**src/rtl/mfi_pkg.sv**
```systemverilog
package mfi_pkg;
    localparam int REG_W  = 32;
    localparam int ADDR_W = 3;

    typedef enum logic [ADDR_W-1:0] {
        A_TXDATA  = 3'd0,
        A_RXDATA  = 3'd1,
        A_QCTL    = 3'd2,
        A_RXCOUNT = 3'd3,
        A_IRQEN   = 3'd4,
        A_IRQSTAT = 3'd5
    } reg_addr_e;

    // status / enable bit positions (decoded by software)
    localparam int B_NACK  = 25;
    localparam int B_AACK  = 13;
    localparam int B_DONE  = 12;
    localparam int B_ARB   = 11;
    localparam int B_FULL  = 4;
    localparam int B_EMPTY = 3;
    localparam int B_HIGH  = 2;
    localparam int B_BERR  = 0;

    // queue control fields
    localparam int QCTL_FLUSH = 16;
    localparam int QCTL_HI_LSB = 8;
    localparam int QCTL_LO_LSB = 0;

    localparam logic [REG_W-1:0] IRQ_MASK =
        (32'd1 << B_NACK) | (32'd1 << B_AACK) | (32'd1 << B_DONE) |
        (32'd1 << B_ARB)  | (32'd1 << B_FULL) | (32'd1 << B_EMPTY) |
        (32'd1 << B_HIGH) | (32'd1 << B_BERR);
endpackage

```
**src/rtl/mfi_byte_fifo.sv**
```systemverilog
module mfi_byte_fifo #(
    parameter int DEPTH = 128,
    parameter int DW    = 8
) (
    input  logic                         clk,
    input  logic                         rst_n,
    input  logic                         clr,
    input  logic                         push,
    input  logic [DW-1:0]                push_data,
    input  logic                         pop,
    output logic [DW-1:0]                head,
    output logic [$clog2(DEPTH+1)-1:0]   count,
    output logic                         dropped
);
    localparam int AW = (DEPTH > 1) ? $clog2(DEPTH) : 1;
    localparam int CW = $clog2(DEPTH+1);
    localparam logic [CW-1:0] FULL_CNT = CW'(DEPTH);
    localparam logic [AW-1:0] LAST_PTR = AW'(DEPTH-1);

    typedef struct packed {
        logic [AW-1:0] wp;
        logic [AW-1:0] rp;
        logic [CW-1:0] cnt;
    } fifo_st_t;

    fifo_st_t st_q, st_d;
    logic [DW-1:0] mem_q [DEPTH];
    logic push_ok, pop_ok;

    always_comb begin
        push_ok = push && !clr && (st_q.cnt != FULL_CNT);
        pop_ok  = pop  && !clr && (st_q.cnt != '0);
        dropped = push && !clr && (st_q.cnt == FULL_CNT);
        st_d = st_q;
        if (clr) begin
            st_d = '0;
        end else begin
            if (push_ok) st_d.wp = (st_q.wp == LAST_PTR) ? '0 : st_q.wp + AW'(1);
            if (pop_ok)  st_d.rp = (st_q.rp == LAST_PTR) ? '0 : st_q.rp + AW'(1);
            st_d.cnt = st_q.cnt + CW'(push_ok) - CW'(pop_ok);
        end
    end

    always_ff @(posedge clk) begin
        if (!rst_n) st_q <= '0;
        else        st_q <= st_d;
    end

    always_ff @(posedge clk) begin
        if (push_ok) mem_q[st_q.wp] <= push_data;
    end

    assign head  = (st_q.cnt != '0) ? mem_q[st_q.rp] : '0;
    assign count = st_q.cnt;


    count_bound_chk: assert property (@(posedge clk) disable iff (!rst_n)
        st_q.cnt <= FULL_CNT);

    flush_empties_chk: assert property (@(posedge clk) disable iff (!rst_n)
        clr |=> (count == '0));

    drop_keeps_count_chk: assert property (@(posedge clk) disable iff (!rst_n)
        (dropped && !pop) |=> (count == FULL_CNT));
endmodule

```
**src/rtl/mfi_irq_status.sv**
```systemverilog
module mfi_irq_status #(
    parameter int               NB   = 32,
    parameter logic [NB-1:0]    MASK = '1
) (
    input  logic          clk,
    input  logic          rst_n,
    input  logic [NB-1:0] set_vec,
    input  logic          clr_we,
    input  logic [NB-1:0] clr_vec,
    input  logic          en_we,
    input  logic [NB-1:0] en_wdata,
    output logic [NB-1:0] stat,
    output logic [NB-1:0] en,
    output logic          irq
);
    typedef struct packed {
        logic [NB-1:0] stat;
        logic [NB-1:0] en;
    } irq_st_t;

    irq_st_t st_q, st_d;
    logic [NB-1:0] clr_eff;

    always_comb begin
        clr_eff     = clr_we ? clr_vec : '0;
        st_d        = st_q;
        st_d.stat   = ((st_q.stat & ~clr_eff) | set_vec) & MASK;
        if (en_we) st_d.en = en_wdata & MASK;
    end

    always_ff @(posedge clk) begin
        if (!rst_n) st_q <= '0;
        else        st_q <= st_d;
    end

    assign stat = st_q.stat;
    assign en   = st_q.en;
    assign irq  = |(st_q.stat & st_q.en);


    set_wins_chk: assert property (@(posedge clk) disable iff (!rst_n)
        clr_we |=> ((stat & $past(set_vec & MASK)) == $past(set_vec & MASK)));

    w1c_clears_chk: assert property (@(posedge clk) disable iff (!rst_n)
        clr_we |=> ((stat & $past(clr_vec & ~set_vec)) == '0));

    sticky_chk: assert property (@(posedge clk) disable iff (!rst_n)
        !clr_we |=> ((stat & $past(stat)) == $past(stat)));
endmodule

```
**src/rtl/mfi_unit.sv**
```systemverilog
module mfi_unit
    import mfi_pkg::*;
#(
    parameter int DEPTH = 128,
    parameter int TW    = 8
) (
    input  logic                 clk,
    input  logic                 rst_n,
    input  logic                 host_wr,
    input  logic                 host_rd,
    input  logic [ADDR_W-1:0]    host_addr,
    input  logic [REG_W-1:0]     host_wdata,
    output logic [REG_W-1:0]     host_rdata,
    input  logic                 eng_tx_pop,
    output logic [7:0]           eng_tx_data,
    output logic                 eng_tx_empty,
    input  logic                 eng_rx_push,
    input  logic [7:0]           eng_rx_data,
    output logic                 eng_rx_full,
    input  logic                 ev_addr_nack,
    input  logic                 ev_addr_ack,
    input  logic                 ev_xfer_done,
    input  logic                 ev_arb_lost,
    input  logic                 ev_bus_err,
    output logic                 irq
);
    localparam int CW = $clog2(DEPTH+1);
    localparam logic [CW-1:0] FULL_CNT = CW'(DEPTH);

    typedef struct packed {
        logic [TW-1:0] hi;
        logic [TW-1:0] lo;
    } qctl_t;

    qctl_t ctl_q, ctl_d;

    logic          wr_tx, rd_rx, wr_ctl, wr_en, wr_stat, flush;
    logic [7:0]    rx_head;
    logic [CW-1:0] tx_cnt, rx_cnt;
    logic          tx_drop, rx_drop;
    logic          high_lvl;
    logic [REG_W-1:0] set_vec, stat, en;

    // register decode
    always_comb begin
        wr_tx   = host_wr && (host_addr == A_TXDATA);
        rd_rx   = host_rd && (host_addr == A_RXDATA);
        wr_ctl  = host_wr && (host_addr == A_QCTL);
        wr_en   = host_wr && (host_addr == A_IRQEN);
        wr_stat = host_wr && (host_addr == A_IRQSTAT);
        flush   = wr_ctl && host_wdata[QCTL_FLUSH];
    end

    // threshold register
    always_comb begin
        ctl_d = ctl_q;
        if (wr_ctl && !host_wdata[QCTL_FLUSH]) begin
            ctl_d.hi = host_wdata[QCTL_HI_LSB +: TW];
            ctl_d.lo = host_wdata[QCTL_LO_LSB +: TW];
        end
    end

    always_ff @(posedge clk) begin
        if (!rst_n) ctl_q <= '0;
        else        ctl_q <= ctl_d;
    end

    mfi_byte_fifo #(.DEPTH(DEPTH), .DW(8)) u_txq (
        .clk       (clk),
        .rst_n     (rst_n),
        .clr       (flush),
        .push      (wr_tx),
        .push_data (host_wdata[7:0]),
        .pop       (eng_tx_pop),
        .head      (eng_tx_data),
        .count     (tx_cnt),
        .dropped   (tx_drop)
    );

    mfi_byte_fifo #(.DEPTH(DEPTH), .DW(8)) u_rxq (
        .clk       (clk),
        .rst_n     (rst_n),
        .clr       (flush),
        .push      (eng_rx_push),
        .push_data (eng_rx_data),
        .pop       (rd_rx),
        .head      (rx_head),
        .count     (rx_cnt),
        .dropped   (rx_drop)
    );

    // event gathering
    always_comb begin
        high_lvl = (ctl_q.hi != '0) && (32'(rx_cnt) >= 32'(ctl_q.hi));
        set_vec = '0;
        set_vec[B_NACK]  = ev_addr_nack;
        set_vec[B_AACK]  = ev_addr_ack;
        set_vec[B_DONE]  = ev_xfer_done;
        set_vec[B_ARB]   = ev_arb_lost;
        set_vec[B_BERR]  = ev_bus_err;
        set_vec[B_EMPTY] = (tx_cnt == '0);
        set_vec[B_HIGH]  = high_lvl;
        set_vec[B_FULL]  = tx_drop || rx_drop ||
                           (tx_cnt == FULL_CNT) || (rx_cnt == FULL_CNT);
    end

    mfi_irq_status #(.NB(REG_W), .MASK(IRQ_MASK)) u_irq (
        .clk      (clk),
        .rst_n    (rst_n),
        .set_vec  (set_vec),
        .clr_we   (wr_stat),
        .clr_vec  (host_wdata),
        .en_we    (wr_en),
        .en_wdata (host_wdata),
        .stat     (stat),
        .en       (en),
        .irq      (irq)
    );

    // read mux
    always_comb begin
        host_rdata = '0;
        if (host_rd) begin
            case (reg_addr_e'(host_addr))
                A_RXDATA:  host_rdata = 32'(rx_head);
                A_QCTL:    host_rdata = (32'(ctl_q.hi) << QCTL_HI_LSB) |
                                        (32'(ctl_q.lo) << QCTL_LO_LSB);
                A_RXCOUNT: host_rdata = 32'(rx_cnt);
                A_IRQEN:   host_rdata = en;
                A_IRQSTAT: host_rdata = stat;
                default:   host_rdata = '0;
            endcase
        end
    end

    assign eng_tx_empty = (tx_cnt == '0);
    assign eng_rx_full  = (rx_cnt == FULL_CNT);


    en_zero_quiet_chk: assert property (@(posedge clk) disable iff (!rst_n)
        (wr_en && host_wdata == '0) |=> !irq);

    high_mark_chk: assert property (@(posedge clk) disable iff (!rst_n)
        high_lvl |=> stat[B_HIGH]);

    flush_keeps_thr_chk: assert property (@(posedge clk) disable iff (!rst_n)
        flush |=> (ctl_q == $past(ctl_q)));

    event_capture_chk: assert property (@(posedge clk) disable iff (!rst_n)
        ev_bus_err |=> stat[B_BERR]);
endmodule

```
**config.mk**
```make
export PLATFORM = sky130hd
export DESIGN_NAME = mfi_unit
export DESIGN_NICKNAME = d
export VERILOG_FILES = /design/src/rtl/mfi_pkg.sv /design/src/rtl/mfi_byte_fifo.sv /design/src/rtl/mfi_irq_status.sv /design/src/rtl/mfi_unit.sv
export SDC_FILE = /design/constraint.sdc
export NUM_CORES = 2
export LEC_CHECK = 0
export ABC_AREA = 1
export BUFFER_PORTS_ARGS = -buffer_cell sky130_fd_sc_hd__buf_2
export CORE_MARGIN = 4
export CORE_UTILIZATION = 40
export DETAILED_ROUTE_END_ITERATION = 8
export GPL_ROUTABILITY_DRIVEN = 0
export MAX_ROUTING_LAYER = met4
export PLACE_DENSITY = 0.64
export RECOVER_POWER = 50
export SLEW_MARGIN = 10
export SYNTH_ARGS = -nofsm -noshare
export SYNTH_HDL_FRONTEND = slang
export SYNTH_HIERARCHICAL = 1
export SYNTH_SLANG_ARGS = --single-unit
```
**constraint.sdc**
```tcl
create_clock -name clk -period 7 [get_ports clk]
set_input_delay 1.05 -clock clk [delete_from_list [all_inputs] [get_ports clk]]
set_output_delay 1.05 -clock clk [all_outputs]
set_load 0.05 [all_outputs]
```
# After elaboration in Yosys (flattened, before gate mapping)
# Memory sizes are Yosys's and may differ from the RTL's. A register that Yosys moved wholly into a read port is not among the register bits.
# Index checks and enable logic that the tools add are counted.
classes:
  addsub: 8
  magnitude_cmp: 1
  n_eq_ne: 13
  n_mux: 17
  n_bitwise: 6
  n_reduce_logical: 30
op_table:
  columns: ["operator", "n"]
  rows:
  - ["$pmux 26 s5", 1]
  - ["$mux 7", 8]
  - ["$and 26x26->26", 2]
  - ["$mux 32", 1]
  - ["$reduce_or 32->1", 1]
  - ["$add 7x1->7 const B", 4]
  - ["$eq 7x7->1 const B", 4]
  - ["$mux 26", 1]
  - ["$not 26->26", 1]
  - ["$or 26x26->26", 1]
  - ["$reduce_bool 8->1", 3]
  - ["$logic_and 1x1->1", 18]
  - ["$add 8x1->8", 2]
  - ["$eq 8x8->1 const B", 2]
  - ["$mux 8", 2]
  - ["$ne 8x8->1 const B", 2]
  - ["$or 16x8->16", 1]
  - ["$sub 8x1->8", 2]
  - ["$ge 8x8->1", 1]
  - ["$logic_not 8->1", 1]
  - ["$eq 3x2->1 const B", 2]
  - ["$eq 3x3->1 const B", 2]
  - ["$mux 1", 4]
  - ["$eq 3x1->1 const B", 1]
  - ["5 further kinds", 8]
word_totals:
  register_bits: 76
  ramBits: 2048
  input_bits: 54
  out_inout_bits: 43
  word_cells: 87
  mem_count: 2
memory_table:
  columns: ["name", "depth", "width", "read_ports", "rd_ports_with_merged_regs", "write_ports", "line", "text"]
  rows:
  - ["u_rxq.mem_q", 128, 8, 1, 1, 1, "mfi_byte_fifo.sv:27", "logic [DW-1:0] mem_q [DEPTH];"]
  - ["u_txq.mem_q", 128, 8, 1, 1, 1, "mfi_byte_fifo.sv:27", null]

# Longest topological paths before layout
depth:
  ltp_word: 10
  depth_mapped: 22
  ltp_nobuf: 22

# Cells and area by module
# The synthesis kept the hierarchy.
by_module_without_submodules:
  columns: ["module", "instances", "cells_per_inst", "area_per_inst_um2", "seq_area_each_um2"]
  rows:
  - ["mfi_byte_fifo at u_rxq", 1, 3737, 43486.7, 31330.0]
  - ["mfi_byte_fifo at u_txq", 1, 3733, 43467.9, 31330.0]
  - ["mfi_unit", 1, 354, 1879.3, 320.3]
  - ["mfi_irq_status", 1, 139, 983.4, 320.3]

# Least setup slack after synthesis
# Ideal clock, no wire load.
synth_path:
  path_kind: "input to register"
  startpoint: "in host_addr[2]"
  endpoint: "reg u_rxq.st_q (netlist bit u_rxq/count[6])"
  setup_ps: 58
  arrival_ps: 3778
  t_required_ps: 6942
  setup_slack_ps: 3165
  stages: 22
  path_buffers: 2
  path_cell_list: "buf_4 -> inv_2 -> nand3_4 -> nor3_1 -> nor2_1 -> nand2_1 -> inv_2 -> buf_2 -> nor2_1 -> inv_1 -> nand2_1 -> ha_1 -> inv_1 -> fa_1 -> nor2_1 -> o21ai_0 -> a21oi_1 -> nor2_1 -> nor2_1 -> nor2_1 -> a21oi_1 -> o21a_1"
synth_between:
  elab_chain_len: 8
  word_cells_on_any_way: 13
  classes_between: "add/sub (2); eq/ne (2); reduce/logical (9)"
synth_rtl:
  columns: ["element", "line", "text"]
  rows:
  - ["start, declared", "mfi_unit.sv:11", "input logic [ADDR_W-1:0] host_addr,"]
  - ["$eq 3x2->1 *", "mfi_unit.sv:48", "wr_ctl = host_wr && (host_addr == A_QCTL);"]
  - ["$logic_and 1x1->1 *", "mfi_unit.sv:48", null]
  - ["$logic_and 1x1->1 *", "mfi_unit.sv:51", "flush = wr_ctl && host_wdata[QCTL_FLUSH];"]
  - ["via flush", "mfi_unit.sv:37", "logic wr_tx, rd_rx, wr_ctl, wr_en, wr_stat, flush;"]
  - ["$logic_not 1->1", "mfi_byte_fifo.sv:31, mfi_byte_fifo.sv:32", null]
  - ["$logic_and 1x1->1 (2 in a row)", "mfi_byte_fifo.sv:31", "push_ok = push && !clr && (st_q.cnt != FULL_CNT);"]
  - ["$add 8x1->8", "mfi_byte_fifo.sv:40", "st_d.cnt = st_q.cnt + CW'(push_ok) - CW'(pop_ok);"]
  - ["$sub 8x1->8", "mfi_byte_fifo.sv:40", null]
  - ["end signal, assigned", "mfi_byte_fifo.sv:46", "else st_q <= st_d;"]
  - ["end, declared", "mfi_byte_fifo.sv:26", "fifo_st_t st_q, st_d;"]
# The timed path passes the listed nets; every way through them passes the cells marked *.
# A chain may end at the register's enable or synchronous reset.

==> impl_metrics.json <==
{
  "cp.arrival_ns": 4.98,
  "r2r_slack_ns": 3.13,
  "cts_root_buffer": "clkbuf_16",
  "port-buffer-count": 67,
  "clock.fmax_ghz": 0.1658,
  "grt_pass1_vias": 55210,
  "syn_inst": 7962,
  "grt_max_degree": 259,
  "cts_setup_buffers": 0,
  "cts_hold_buf": 0,
  "viasPerCell": 5.372,
  "layout-drive-gt1-share_pct": 5.695,
  "final_net_count": 7904,
  "p_leak_nw": 34.41,
  "worst-setup-path-type": "reg2out",
  "dieHeight_um": 481.9,
  "ys.warnings.count": 6,
  "startpoint_type": "flip-flop",
  "maxCapViolations": 32,
  "insertion_delay_ns": 0.89,
  "numClockSinks": 2138,
  "hp-class": "in2reg",
  "finalMaxSlewViolations": 2113,
  "period_share_pct": 86.16,
  "die_area_sq_mm": 0.2322,
  "area_growth_pct": 9.286,
  "start_util_pct": 40.32,
  "rows": 173,
  "finalSetupViolations": 0,
  "setup_tns_ns": 0,
  "antenna_found_initial": 8,
  "rsz0062_at_grt": "false",
  "ant_nets": 0,
  "worst_pin_slew_ns": 4.424,
  "wl_um": 225600,
  "avgSynthCellArea_sq_um": 11.28,
  "endpoint_kind": "primary output",
  "wl_per_cell_um": 20.56,
  "irDropWorstVdd_v": 0.0002916,
  "h-tree-depth": 4,
  "crit_fanout": 79,
  "remaining_drc_errors": 0,
  "outcome": "finished, violations left",
  "cts_buffer_depth": 3,
  "syn-cell-area_sq_mm": 0.08981,
  "cts-resized-gates": 0,
  "violations": "capacitance limit, slew limit",
  "vias": 58940,
  "grt_usage_pct": 19.59,
  "fin_skew_ns": 0.08005,
  "grt_pass1_wl_um": 340800,
  "cts_tree": "done",
  "core_sq_mm": 0.2227,
  "slew_headroom_pct": -195.0,
  "numCtsBuffers": 210,
  "die_x_um": 481.9,
  "ios": 97,
  "total_power_mw": 28.75,
  "overflow": 0,
  "clkTransAtPathRegs_ns": 0.06,
  "first_iter_violations": 6631,
  "finalHoldViolCount": 0,
  "fin_crit_ns": 6.032,
  "worst-endpoint-required_ns": 5.95,
  "powerDensity_mw_per_mm2": 292.9,
  "dr.pass1.iters": 5,
  "dp_hpwl_um": 126400
}
==> per-layer routing <==
layer	GRT usage, %	vias up	part of all wire (%)
met4	5.759	0	2.7
met5	-	-	0
met2	28.75	2540	45
li1	-	27410	-
met3	3.824	374	9.4
met1	27.73	28620	43
==> state kept, by name, summed over array words and instances, names as in the netlist, named ones only <==
register	cells
u_irq/en	8
ctl_q	16
u_rxq/st_q	14
u_rxq/count	8
u_rxq/mem_q	1024
u_txq/mem_q	1024
u_txq/count	8
u_irq/stat	8
u_txq/st_q	14
==> final cells by class <==
class	count	area [sq um]
Tap cell	2975	3722
Clock buffer	263	5534
Antenna cell	6	15.01
Clock inverter	125	1386
Sequential cell	2138	63330
Multi-Input combinational cell	5181	22630
Fill cell	20300	124600
Inverter	135	560.5
Timing Repair Buffer	148	984.7
==> metrics by stage <==
stage	hold WS, ns	area, sq um	worst slack [ns]	instances	util, %
after global routing	0.3559	98150	0.6049	10970	44.06
final	0.3942	98150	0.9685	10970	44.07
after detailed placement	0.4769	91370	1.955	10580	41.02
after floorplan	0.4517	89990	3.165	8009	-
after CTS	0.3262	98290	0.9626	10970	44.13
after global placement	0.4678	91350	1.835	10580	41.01
==> report_power, final <==
group | internal [mW] | switching (mW) | total (mW)
sequential | 14.1 | 0.0916 | 14.2
combinational | 0.861 | 2.51 | 3.37
clock | 6.28 | 4.89 | 11.2
==> worst paths after layout <==
| check | from | endpoint | cells after the start |
|---|---|---|---|
| max | flip-flop | host_rdata[7] | 17 |
| min | host_wdata[9] | ctl_q[9] | 3 |
| max reg2reg | u_rxq/count[2] | u_rxq/mem_q[25][3] | 9 |
| min reg2reg | u_irq/stat[25] | u_irq/stat[25] | 2 |
==> critical path: stages (launching register included) <==
cell     delay [ns]
dfxtp_4        0.45
buf_4          0.62
buf_4          0.76
nand2_1        0.17
nand3_1        0.15
nand3_1        0.09
nand3_1        0.16
nand2_1        0.08
nand2_1        0.11
nand3_1        0.11
nand3_1        0.10
nand2_1        0.05
nor2_1         0.32
nand4_1        0.16
nand3_1        0.12
nor2_1         0.06
nor2_1         0.19
buf_2          0.31
==> cells in the final DEF, fill, tap and decap left out, types with 10 or more instances in the layout <==
| master | count |
|---|---|
| clkinv_16 | 13 |
| inv_1 | 119 |
| nand2_1 | 2560 |
| xor2_1 | 10 |
| conb_1 | 48 |
| nand4_1 | 36 |
| buf_2 | 49 |
| nand3_1 | 1903 |
| a21oi_1 | 71 |
| edfxtp_1 | 2048 |
| bufinv_16 | 17 |
| o21ai_0 | 28 |
| clkbuf_16 | 210 |
| ha_1 | 34 |
| nor2_1 | 438 |
| buf_12 | 10 |
| dfxtp_1 | 82 |
| clkinv_1 | 41 |
| buf_4 | 54 |
| nor3_1 | 16 |
| clkinv_2 | 43 |
| clkbuf_1 | 78 |
No activity file was read; power rests on OpenSTA's default activity.
